[config.mk]
export PLATFORM = sky130hd
export DESIGN_NAME = wdog_keyed
export DESIGN_NICKNAME = d
export VERILOG_FILES = /design/src/rtl/wdog_pkg.sv /design/src/rtl/wdog_key_gate.sv /design/src/rtl/wdog_counter.sv /design/src/rtl/wdog_stage.sv /design/src/rtl/wdog_keyed.sv
export SDC_FILE = /design/constraint.sdc
export NUM_CORES = 1
export LEC_CHECK = 0
export ABC_AREA = 1
export BUFFER_PORTS_ARGS = -buffer_cell sky130_fd_sc_hd__buf_2
export CELL_PAD_IN_SITES_DETAIL_PLACEMENT = 0
export CELL_PAD_IN_SITES_GLOBAL_PLACEMENT = 1
export CORE_ASPECT_RATIO = 1.2
export CORE_MARGIN = 5
export CORE_UTILIZATION = 37
export DETAILED_ROUTE_END_ITERATION = 12
export MAX_ROUTING_LAYER = met4
export PLACE_DENSITY_LB_ADDON = 0.08
export SYNTH_ARGS = -nofsm -noshare
export SYNTH_HDL_FRONTEND = slang
export SYNTH_SLANG_ARGS = --single-unit
[constraint.sdc]
create_clock -name clk_i -period 1.5 [get_ports clk_i]
set_input_delay 0.075 -clock clk_i [delete_from_list [all_inputs] [get_ports clk_i]]
set_output_delay 0.075 -clock clk_i [all_outputs]
set_load 0.05 [all_outputs]
[src/rtl/wdog_pkg.sv]
package wdog_pkg;
  parameter int unsigned WD_DATA_W = 32;
  parameter int unsigned WD_CNT_W  = 9;
  parameter int unsigned WD_KEY_W  = 7;

  typedef enum logic {STG_ARMED = 1'b0, STG_NMI = 1'b1} wd_stage_e;
endpackage

[src/rtl/wdog_key_gate.sv]
module wdog_key_gate #(
  parameter int unsigned DATA_W = 32,
  parameter int unsigned CNT_W  = 9,
  parameter int unsigned KEY_W  = 7
) (
  input  logic              clk_i,
  input  logic              rst_ni,
  input  logic              wr_en_i,
  input  logic [DATA_W-1:0] wr_data_i,
  output logic              accept_o,
  output logic              start_o,
  output logic [CNT_W-1:0]  load_val_o,
  output logic [DATA_W-1:0] ctrl_o
);
  localparam int unsigned EN_BIT  = CNT_W - 1;
  localparam int unsigned KEY_LSB = CNT_W;
  localparam logic [CNT_W-1:0] ZERO_MAP = CNT_W'(1) << (CNT_W - 1);

  logic [DATA_W-1:0] ctrl_q;
  logic [KEY_W-1:0]  key_need;
  logic              locked;

  assign locked     = ctrl_q[EN_BIT];
  assign key_need   = ~ctrl_q[KEY_LSB +: KEY_W];
  assign accept_o   = wr_en_i && (!locked || (wr_data_i[KEY_LSB +: KEY_W] == key_need));
  assign start_o    = wr_data_i[EN_BIT];
  // reload uses the word held before this write
  assign load_val_o = (ctrl_q[CNT_W-1:0] == '0) ? ZERO_MAP : ctrl_q[CNT_W-1:0];
  assign ctrl_o     = ctrl_q;

  always_ff @(posedge clk_i or negedge rst_ni) begin
    if (!rst_ni)       ctrl_q <= '0;
    else if (accept_o) ctrl_q <= wr_data_i;
  end
endmodule

[src/rtl/wdog_counter.sv]
module wdog_counter #(
  parameter int unsigned CNT_W       = 9,
  parameter int unsigned GRACE_TICKS = 1
) (
  input  logic             clk_i,
  input  logic             rst_ni,
  input  logic             load_i,
  input  logic             start_i,
  input  logic [CNT_W-1:0] load_val_i,
  input  logic             tick_i,
  input  logic             grace_i,
  input  logic             halt_i,
  output logic             expire_o,
  output logic             running_o,
  output logic [CNT_W-1:0] cnt_o
);
  localparam logic [CNT_W-1:0] GRACE_VAL = CNT_W'(GRACE_TICKS);

  logic [CNT_W-1:0] cnt_q;
  logic             run_q;
  logic             step;

  assign step      = run_q && tick_i && !load_i;
  assign expire_o  = step && (cnt_q <= CNT_W'(1));
  assign running_o = run_q;
  assign cnt_o     = cnt_q;

  always_ff @(posedge clk_i or negedge rst_ni) begin
    if (!rst_ni) begin
      cnt_q <= '0;
      run_q <= 1'b0;
    end else if (load_i) begin
      cnt_q <= load_val_i;
      run_q <= start_i;
    end else if (grace_i) begin
      cnt_q <= GRACE_VAL;
    end else if (halt_i) begin
      cnt_q <= '0;
      run_q <= 1'b0;
    end else if (step) begin
      cnt_q <= cnt_q - CNT_W'(1);
    end
  end
endmodule

[src/rtl/wdog_stage.sv]
module wdog_stage
  import wdog_pkg::*;
(
  input  logic clk_i,
  input  logic rst_ni,
  input  logic clear_i,
  input  logic expire_i,
  output logic grace_o,
  output logic halt_o,
  output logic nmi_o,
  output logic rst_req_o
);
  wd_stage_e stg_q;
  logic      req_q;

  assign grace_o   = expire_i && (stg_q == STG_ARMED);
  assign halt_o    = expire_i && (stg_q == STG_NMI);
  assign nmi_o     = (stg_q == STG_NMI);
  assign rst_req_o = req_q;

  always_ff @(posedge clk_i or negedge rst_ni) begin
    if (!rst_ni) begin
      stg_q <= STG_ARMED;
      req_q <= 1'b0;
    end else if (clear_i) begin
      stg_q <= STG_ARMED;
      req_q <= 1'b0;
    end else begin
      req_q <= halt_o;
      if (grace_o) stg_q <= STG_NMI;
    end
  end
endmodule

[src/rtl/wdog_keyed.sv]
module wdog_keyed
  import wdog_pkg::*;
#(
  parameter int unsigned DATA_W      = WD_DATA_W,
  parameter int unsigned CNT_W       = WD_CNT_W,
  parameter int unsigned KEY_W       = WD_KEY_W,
  parameter int unsigned GRACE_TICKS = 1
) (
  input  logic              clk_i,
  input  logic              rst_ni,
  input  logic              wr_en_i,
  input  logic [DATA_W-1:0] wr_data_i,
  input  logic              tick_i,
  output logic              nmi_o,
  output logic              rst_req_o
);
  logic              accept;
  logic              start;
  logic [CNT_W-1:0]  load_val;
  logic [DATA_W-1:0] ctrl_q;
  logic              expire;
  logic              running;
  logic [CNT_W-1:0]  cnt_q;
  logic              grace;
  logic              halt;

  wdog_key_gate #(.DATA_W(DATA_W), .CNT_W(CNT_W), .KEY_W(KEY_W)) u_gate (
    .clk_i      (clk_i),
    .rst_ni     (rst_ni),
    .wr_en_i    (wr_en_i),
    .wr_data_i  (wr_data_i),
    .accept_o   (accept),
    .start_o    (start),
    .load_val_o (load_val),
    .ctrl_o     (ctrl_q)
  );

  wdog_counter #(.CNT_W(CNT_W), .GRACE_TICKS(GRACE_TICKS)) u_cnt (
    .clk_i      (clk_i),
    .rst_ni     (rst_ni),
    .load_i     (accept),
    .start_i    (start),
    .load_val_i (load_val),
    .tick_i     (tick_i),
    .grace_i    (grace),
    .halt_i     (halt),
    .expire_o   (expire),
    .running_o  (running),
    .cnt_o      (cnt_q)
  );

  wdog_stage u_stage (
    .clk_i     (clk_i),
    .rst_ni    (rst_ni),
    .clear_i   (accept),
    .expire_i  (expire),
    .grace_o   (grace),
    .halt_o    (halt),
    .nmi_o     (nmi_o),
    .rst_req_o (rst_req_o)
  );
endmodule

Yosys cells after proc, flatten, opt, wreduce, memory -nomap -nowiden
Index checks and enable logic that the tools add are counted.
{"block": "totals", "word_cells": 36, "ramBits": 0, "reg_bits": 28, "output_inout_bits": 2, "in_bits": 36, "mem_bits_ro": 0, "latchBits": 0, "mem_count": 0}
{"block": "op_classes", "muxes": 11, "shift": 0, "n_lt_le_gt_ge": 1, "eq_ne": 2, "n_addsub": 1, "n_div": 0, "n_reduce_logical": 14, "multipliers": 0, "bitwise": 2}
{"operator": "2-to-1 mux 9 bit", "n": 5}
{"operator": "less-or-equal comparator 9 x 1 -> 1 bit, second input constant", "n": 1}
{"operator": "zero test 9 bit", "n": 1}
{"operator": "subtractor 9 x 1 -> 9 bit, second input constant", "n": 1}
{"operator": "== test 7 bit", "n": 1}
{"operator": "inverter 7 bit", "n": 1}
{"operator": "logical AND 1 bit", "n": 6}
{"operator": "2-to-1 mux 1 bit", "n": 6}
{"operator": "nonzero test 2 bit", "n": 2}
{"operator": "nonzero test 4 bit", "n": 1}
{"operator": "zero test 1 bit", "n": 2}
{"operator": "inequality test 2 x 1 -> 1 bit, second input constant", "n": 1}
{"operator": "AND reduction 2 bit", "n": 1}
{"operator": "logical OR 1 bit", "n": 1}
{"operator": "inverter 1 bit", "n": 1}

Logic depth before layout (Yosys ltp)
{"block": "depth", "depth_word": 11, "depth_mapped": 12, "ltp_nobuf": 12}

Modules after synthesis
From an unflattened synthesis, not the netlist that was laid out.
{"block": "hier_totals", "cells_unflattened": 314, "area_unflattened_um2": 2397.3}
{"module": "wdog_key_gate", "seq_area_each_um2": 800.8, "area_per_inst_um2": 1507.7, "cells_per_inst": 190, "n_inst": 1}
{"module": "wdog_counter", "seq_area_each_um2": 250.2, "area_per_inst_um2": 810.8, "cells_per_inst": 115, "n_inst": 1}
{"module": "wdog_stage", "seq_area_each_um2": 50.0, "area_per_inst_um2": 78.8, "cells_per_inst": 9, "n_inst": 1}

Least setup slack after synthesis
OpenSTA, ideal clock, no wires.
{"block": "synth_path", "kind": "reg2reg", "from": "reg u_cnt.cnt_q[1], in the netlist u_cnt.cnt_o[1]", "to": "reg u_cnt.cnt_q[0], in the netlist u_cnt.cnt_o[0]", "t_required_ps": 1378, "path_slack_ps": 132, "path_buffers": 0, "setup_ps": 122, "path_stages_with_launch": 11, "arrival_time_ps": 1246, "period_less_slack_ps": 1368, "path_cell_list": "dfrtp_1 inv_1 ha_1 inv_1 nor2_1 nand3_1 nand2_1 inv_1 o31a_1 nand2_1 a21oi_1"}
{"block": "synth_via", "elab_chain_len": 6, "word_cells_on_any_way": 8, "classes_between": "order compare (1); mux (3); reduce/logical (4)"}
{"item": "start, declared", "line": "wdog_counter.sv:19", "rtl": "logic [CNT_W-1:0] cnt_q;"}
{"item": "start signal, assigned", "line": "wdog_counter.sv:33", "rtl": "cnt_q <= load_val_i;"}
{"item": "start signal, assigned", "line": "wdog_counter.sv:41", "rtl": "cnt_q <= cnt_q - CNT_W'(1);"}
{"item": "less-or-equal comparator 9 x 1 -> 1 bit *", "line": "wdog_counter.sv:24", "rtl": "assign expire_o = step && (cnt_q <= CNT_W'(1));"}
{"item": "logical AND 1 bit *", "line": "wdog_counter.sv:24"}
{"item": "logical AND 1 bit", "line": "wdog_stage.sv:17", "rtl": "assign halt_o = expire_i && (stg_q == STG_NMI);"}
{"item": "2-to-1 mux 9 bit", "line": "wdog_counter.sv:37", "rtl": "end else if (halt_i) begin"}
{"item": "2-to-1 mux 9 bit", "line": "wdog_counter.sv:35", "rtl": "end else if (grace_i) begin"}
{"item": "2-to-1 mux 9 bit", "line": "wdog_counter.sv:32", "rtl": "end else if (load_i) begin"}
Mark *: on every way between the ends. The rest lies on a longest branch, timed or not.
A chain may end at the register's enable or synchronous reset.

Worst setup path in the final report
{"block": "layout_path", "from": "reg u_gate.ctrl_q[13], in the netlist u_gate.ctrl_o[13]", "to": "reg u_cnt.cnt_q[5], in the netlist u_cnt.cnt_o[5]"}
{"block": "layout_via", "elab_chain_len": 11, "word_cells_on_any_way": 13, "classes_between": "eq/ne (1); mux (3); bitwise (1); reduce/logical (8)"}
{"item": "start, declared", "line": "wdog_key_gate.sv:19", "rtl": "logic [DATA_W-1:0] ctrl_q;"}
{"item": "start signal, assigned", "line": "wdog_key_gate.sv:33", "rtl": "else if (accept_o) ctrl_q <= wr_data_i;"}
{"item": "inverter 7 bit *", "line": "wdog_key_gate.sv:24", "rtl": "assign key_need = ~ctrl_q[KEY_LSB +: KEY_W];"}
{"item": "== test 7 bit *", "line": "wdog_key_gate.sv:25", "rtl": "assign accept_o = wr_en_i && (!locked || (wr_data_i[KEY_LSB +: KEY_W] == key_need));"}
{"item": "logical OR 1 bit *", "line": "wdog_key_gate.sv:25"}
{"item": "logical AND 1 bit *", "line": "wdog_key_gate.sv:25"}
{"item": "zero test 1 bit", "line": "wdog_counter.sv:23", "rtl": "assign step = run_q && tick_i && !load_i;"}
{"item": "logical AND 1 bit", "line": "wdog_counter.sv:23"}
{"item": "logical AND 1 bit", "line": "wdog_counter.sv:24"}
{"item": "logical AND 1 bit", "line": "wdog_stage.sv:17"}
{"item": "2-to-1 mux 9 bit", "line": "wdog_counter.sv:37"}
{"item": "2-to-1 mux 9 bit", "line": "wdog_counter.sv:35"}
{"item": "2-to-1 mux 9 bit", "line": "wdog_counter.sv:32"}
Marks and branches as above.

==> PnR_summary.wiki <==
{| class="wikitable"
! Metric !! Value
|-
| Number of sinks handled by clock tree synthesis || 28
|-
| Worst Slack Setup Final || -0.0167 ns
|-
| Antenna violations before repair || 0
|-
| Number of setup violations in the final report || 3
|-
| Clk slew on worst S/H paths || 0.09 ns
|-
| Fraction of the mapped netlist area in compound gates || 0.0867
|-
| Final slew viol count || 0
|-
| Required time at the endpoint of the critical path || 1.66 ns
|-
| Mean post-synth cell area || 7.61 um2
|-
| Synth Instances || 199
|-
| WP data arrival || 1.68 ns
|-
| Count of boundary I/O pins || 38
|-
| Crit. End Element || flip-flop
|-
| Setup clock skew after layout || 0.00493 ns
|-
| Maximum number of buffers from clock root to sink || 2
|-
| Run status || complete, but fails checks
|-
| Violated checks || negative setup slack
|-
| Area of combinational cells with multiple inputs || 732 um2
|-
| Number of global-route vias before repair || 1275
|-
| Clock buffer count from CTS || 3
|-
| Final estimated routing congestion in global placement || 0.808
|-
| DRC Markers || 0
|-
| Worst-skew pair later-pin latency || 0.27 ns
|-
| HPWL Detailed || 2440 um
|-
| Worst slack at placement || -0.0432 ns
|-
| Total global routing overflow || 0
|-
| 1st-iter DRT viols || 34
|-
| Placed insts || 282
|-
| Clock period minus final worst setup slack || 1.52 ns
|-
| H-Tree Level Count || 1
|-
| Number of antenna repair diodes || 0
|-
| Detailed Route WL || 3320 um
|-
| Pin count of the biggest net entering global routing || 29
|-
| Sequential cell area fraction in the yosys report || 0.462
|-
| Post-route fraction of the period consumed by the critical path || 1.01
|-
| Fmax || 659 MHz
|-
| Number of nets in the final layout || 282
|-
| Number of endpoints with negative hold slack in the final report || 0
|-
| Adder and majority cell fraction of the synthesized area || 0.0165
|-
| Xor/xnor cell area share of the yosys netlist || 0.0347
|-
| Post-Synth Simple-Gate Area || 0.307
|-
| Cell area after placement || 1760 um2
|-
| Vertical die dimension || 80.1 um
|-
| Wire length of the first global-routing pass || 5480 um
|-
| Routed vias || 1348
|-
| Fraction of layout instances using a drive strength above 1 || 0.227
|-
| Highest-count cells in the layout ignoring fill and taps || sky130_fd_sc_hd__nand2_1, sky130_fd_sc_hd__dfrtp_1, sky130_fd_sc_hd__inv_1
|-
| Number of non-filler instances in the completed layout || 296
|-
| Number of storage elements in the synthesis netlist || 28
|-
| Worst ir drop on vdd || 709 uV
|-
| Pre-Repair DR Iteration Count || 4
|-
| Via-to-Cell Ratio || 4.55
|-
| Die Outline Area || 5480 um2
|-
| TritonCTS clock tree || yes
|-
| Reported max-cap violation count || 0
|-
| Most common cell after layout, fill and taps aside || sky130_fd_sc_hd__nand2_1
|-
| Flip-flop and latch area || 701 um2
|-
| Overall global routing resource usage || 0.135
|-
| Finished Cell Area || 1980 um2
|-
| Min-delay worst type || input port to flip-flop
|-
| Type of origin of the critical path || flip-flop
|-
| Yosys cell types || 24
|-
| Sum of negative setup slack || -0.0294 ns
|-
| Total core area || 3940 um2
|-
| Port Buffers || 21
|-
| Root Buffer || sky130_fd_sc_hd__clkbuf_8
|-
| Cell Rows || 25
|-
| Detail-routed net length per standard cell || 11.2 um
|-
| Cell Pwr Density || 1640 nW/um2
|-
| Smallest hold slack || 0.0148 ns
|-
| Unrepaired setup endpoints after global routing || yes
|-
| Count of warnings emitted by yosys || 0
|-
| Post-synthesis instance area || 1520 um2
|-
| Layout area overhead || 31.0%
|-
| Antenna violation net count after detailed routing || 0
|-
| Worst Max-Slew Pin Slew || 0.655 ns
|-
| Worst setup path category || flip-flop to flip-flop
|-
| Net count after synthesis || 237
|-
| Starting Density || 0.384
|-
| Portion of netlist area occupied by mux cells || 0
|-
| Horizontal die dimension || 68.4 um
|-
| Layout filler cell count || 410
|-
| Dominant combinational cell family by area after synthesis || simple AND/OR/NAND/NOR gates
|-
| Static leakage power || 1.04 nW
|-
| Crit path max fanout || 7
|-
| Max_slew headroom || 0.563
|}
==> area by class of cell <==
class,count,share of cell area
timing repair buffer,43,0.168
sequential,28,0.353
multi-input combinational,141,0.369
inverter,27,0.0549
clock buffer,3,0.0208
tap,54,0.0340
==> where the power goes <==
part | switching, mW | leakage [nW] | internal [mW] | total, mW
Combinational | 0.822 | 0.672 | 0.714 | 1.54
Sequential | 0.256 | 0.348 | 1.06 | 1.32
Clock | 0.230 | 0.0216 | 0.180 | 0.410
==> worst max-delay path, stage by stage (launching register included) <==
cell	delay, ns
sky130_fd_sc_hd__dfrtp_1	0.41
sky130_fd_sc_hd__nand2_1	0.07
sky130_fd_sc_hd__inv_1	0.04
sky130_fd_sc_hd__nor2_1	0.10
sky130_fd_sc_hd__nand2_1	0.06
sky130_fd_sc_hd__nor2_1	0.09
sky130_fd_sc_hd__nand2_1	0.10
sky130_fd_sc_hd__nand2_4	0.11
sky130_fd_sc_hd__nand2_8	0.10
sky130_fd_sc_hd__nand3_4	0.15
sky130_fd_sc_hd__inv_2	0.04
sky130_fd_sc_hd__nand3_2	0.05
sky130_fd_sc_hd__o211ai_1	0.08
==> registers in the layout (all words and copies together) (netlist names) <==
name,cells
u_cnt.running_o,1
u_stage.nmi_o,1
u_cnt.cnt_o,9
u_gate.ctrl_o,16
u_stage.rst_req_o,1
==> final timing paths <==
check                      slack, ns                       endpoint  cells after the start                     startpoint
max                            -0.02     u_cnt.cnt_o[5]$_DFFE_PN0P_                     12  u_gate.ctrl_o[13]$_DFFE_PN0N_
min                             0.01   u_gate.ctrl_o[4]$_DFFE_PN0N_                      3                   wr_data_i[4]
max reg2reg                    -0.02     u_cnt.cnt_o[5]$_DFFE_PN0P_                     12  u_gate.ctrl_o[13]$_DFFE_PN0N_
min reg2reg                     0.48    u_cnt.running_o$_DFFE_PN0P_                      2    u_cnt.running_o$_DFFE_PN0P_
max in group asynchronous       0.72  u_gate.ctrl_o[10]$_DFFE_PN0N_                      2                         rst_ni
min in group asynchronous       0.35    u_stage.rst_req_o$_DFF_PN0_                      2                         rst_ni
==> stage by stage <==
stage                     power, mW   util
after floorplan                2.23      -
after global placement         2.66  0.448
after detailed placement       2.69  0.448
after CTS                      3.20  0.486
after global routing           3.56  0.503
final                          3.26  0.503
==> metal layers <==
metal	global-route usage	routed length, um
met1	0.167	1450
met2	0.226	1770
met3	0.0210	64
met4	0.0358	34
met5	-	0
==> cell families after synthesis <==
family                     count (synthesis)
buffers and inverters                     31
AOI/OAI and AO/OA                         20
adders and majority gates                  2
xor gates and xnor gates                   6
DFF                                       28
and+or+nand+nor                          112
==> synthesized netlist by cell type <==
| library cell | number | area (um2) |
|---|---|---|
| sky130_fd_sc_hd__xnor2_1 | 2 | 17.5 |
| sky130_fd_sc_hd__o221ai_1 | 6 | 52.6 |
| sky130_fd_sc_hd__o31a_1 | 1 | 8.76 |
| sky130_fd_sc_hd__ha_1 | 2 | 25.0 |
| sky130_fd_sc_hd__nand4_1 | 2 | 12.5 |
| sky130_fd_sc_hd__nor4_1 | 1 | 6.26 |
| sky130_fd_sc_hd__nand2_4 | 2 | 22.5 |
| sky130_fd_sc_hd__o211ai_1 | 1 | 7.51 |
| sky130_fd_sc_hd__inv_2 | 2 | 7.51 |
| sky130_fd_sc_hd__xor2_1 | 4 | 35.0 |
| sky130_fd_sc_hd__nand2_2 | 2 | 12.5 |
| sky130_fd_sc_hd__buf_6 | 3 | 33.8 |
| sky130_fd_sc_hd__nand2_1 | 79 | 297 |
| sky130_fd_sc_hd__nor2_1 | 20 | 75.1 |
| sky130_fd_sc_hd__nand3_2 | 2 | 20.0 |
| sky130_fd_sc_hd__a21oi_1 | 2 | 10.0 |
| sky130_fd_sc_hd__o21ai_1 | 7 | 35.0 |
| sky130_fd_sc_hd__o21ai_0 | 2 | 10.0 |
| sky130_fd_sc_hd__buf_2 | 1 | 5.00 |
| sky130_fd_sc_hd__dfrtp_1 | 28 | 701 |
| sky130_fd_sc_hd__nor3_1 | 1 | 5.00 |
| sky130_fd_sc_hd__o31ai_1 | 1 | 7.51 |
| sky130_fd_sc_hd__nand3_1 | 3 | 15.0 |
| sky130_fd_sc_hd__inv_1 | 25 | 93.8 |
==> what timing repair did <==
action,CTS,global route
gates cloned,0,2
pin swaps,1,10
resized for setup,10,5
hold buffers,7,0
endpoints found under the setup margin,21,27
endpoints found under the hold margin,34,0
setup buffers,0,2
No activity file was read; power rests on OpenSTA's default activity.
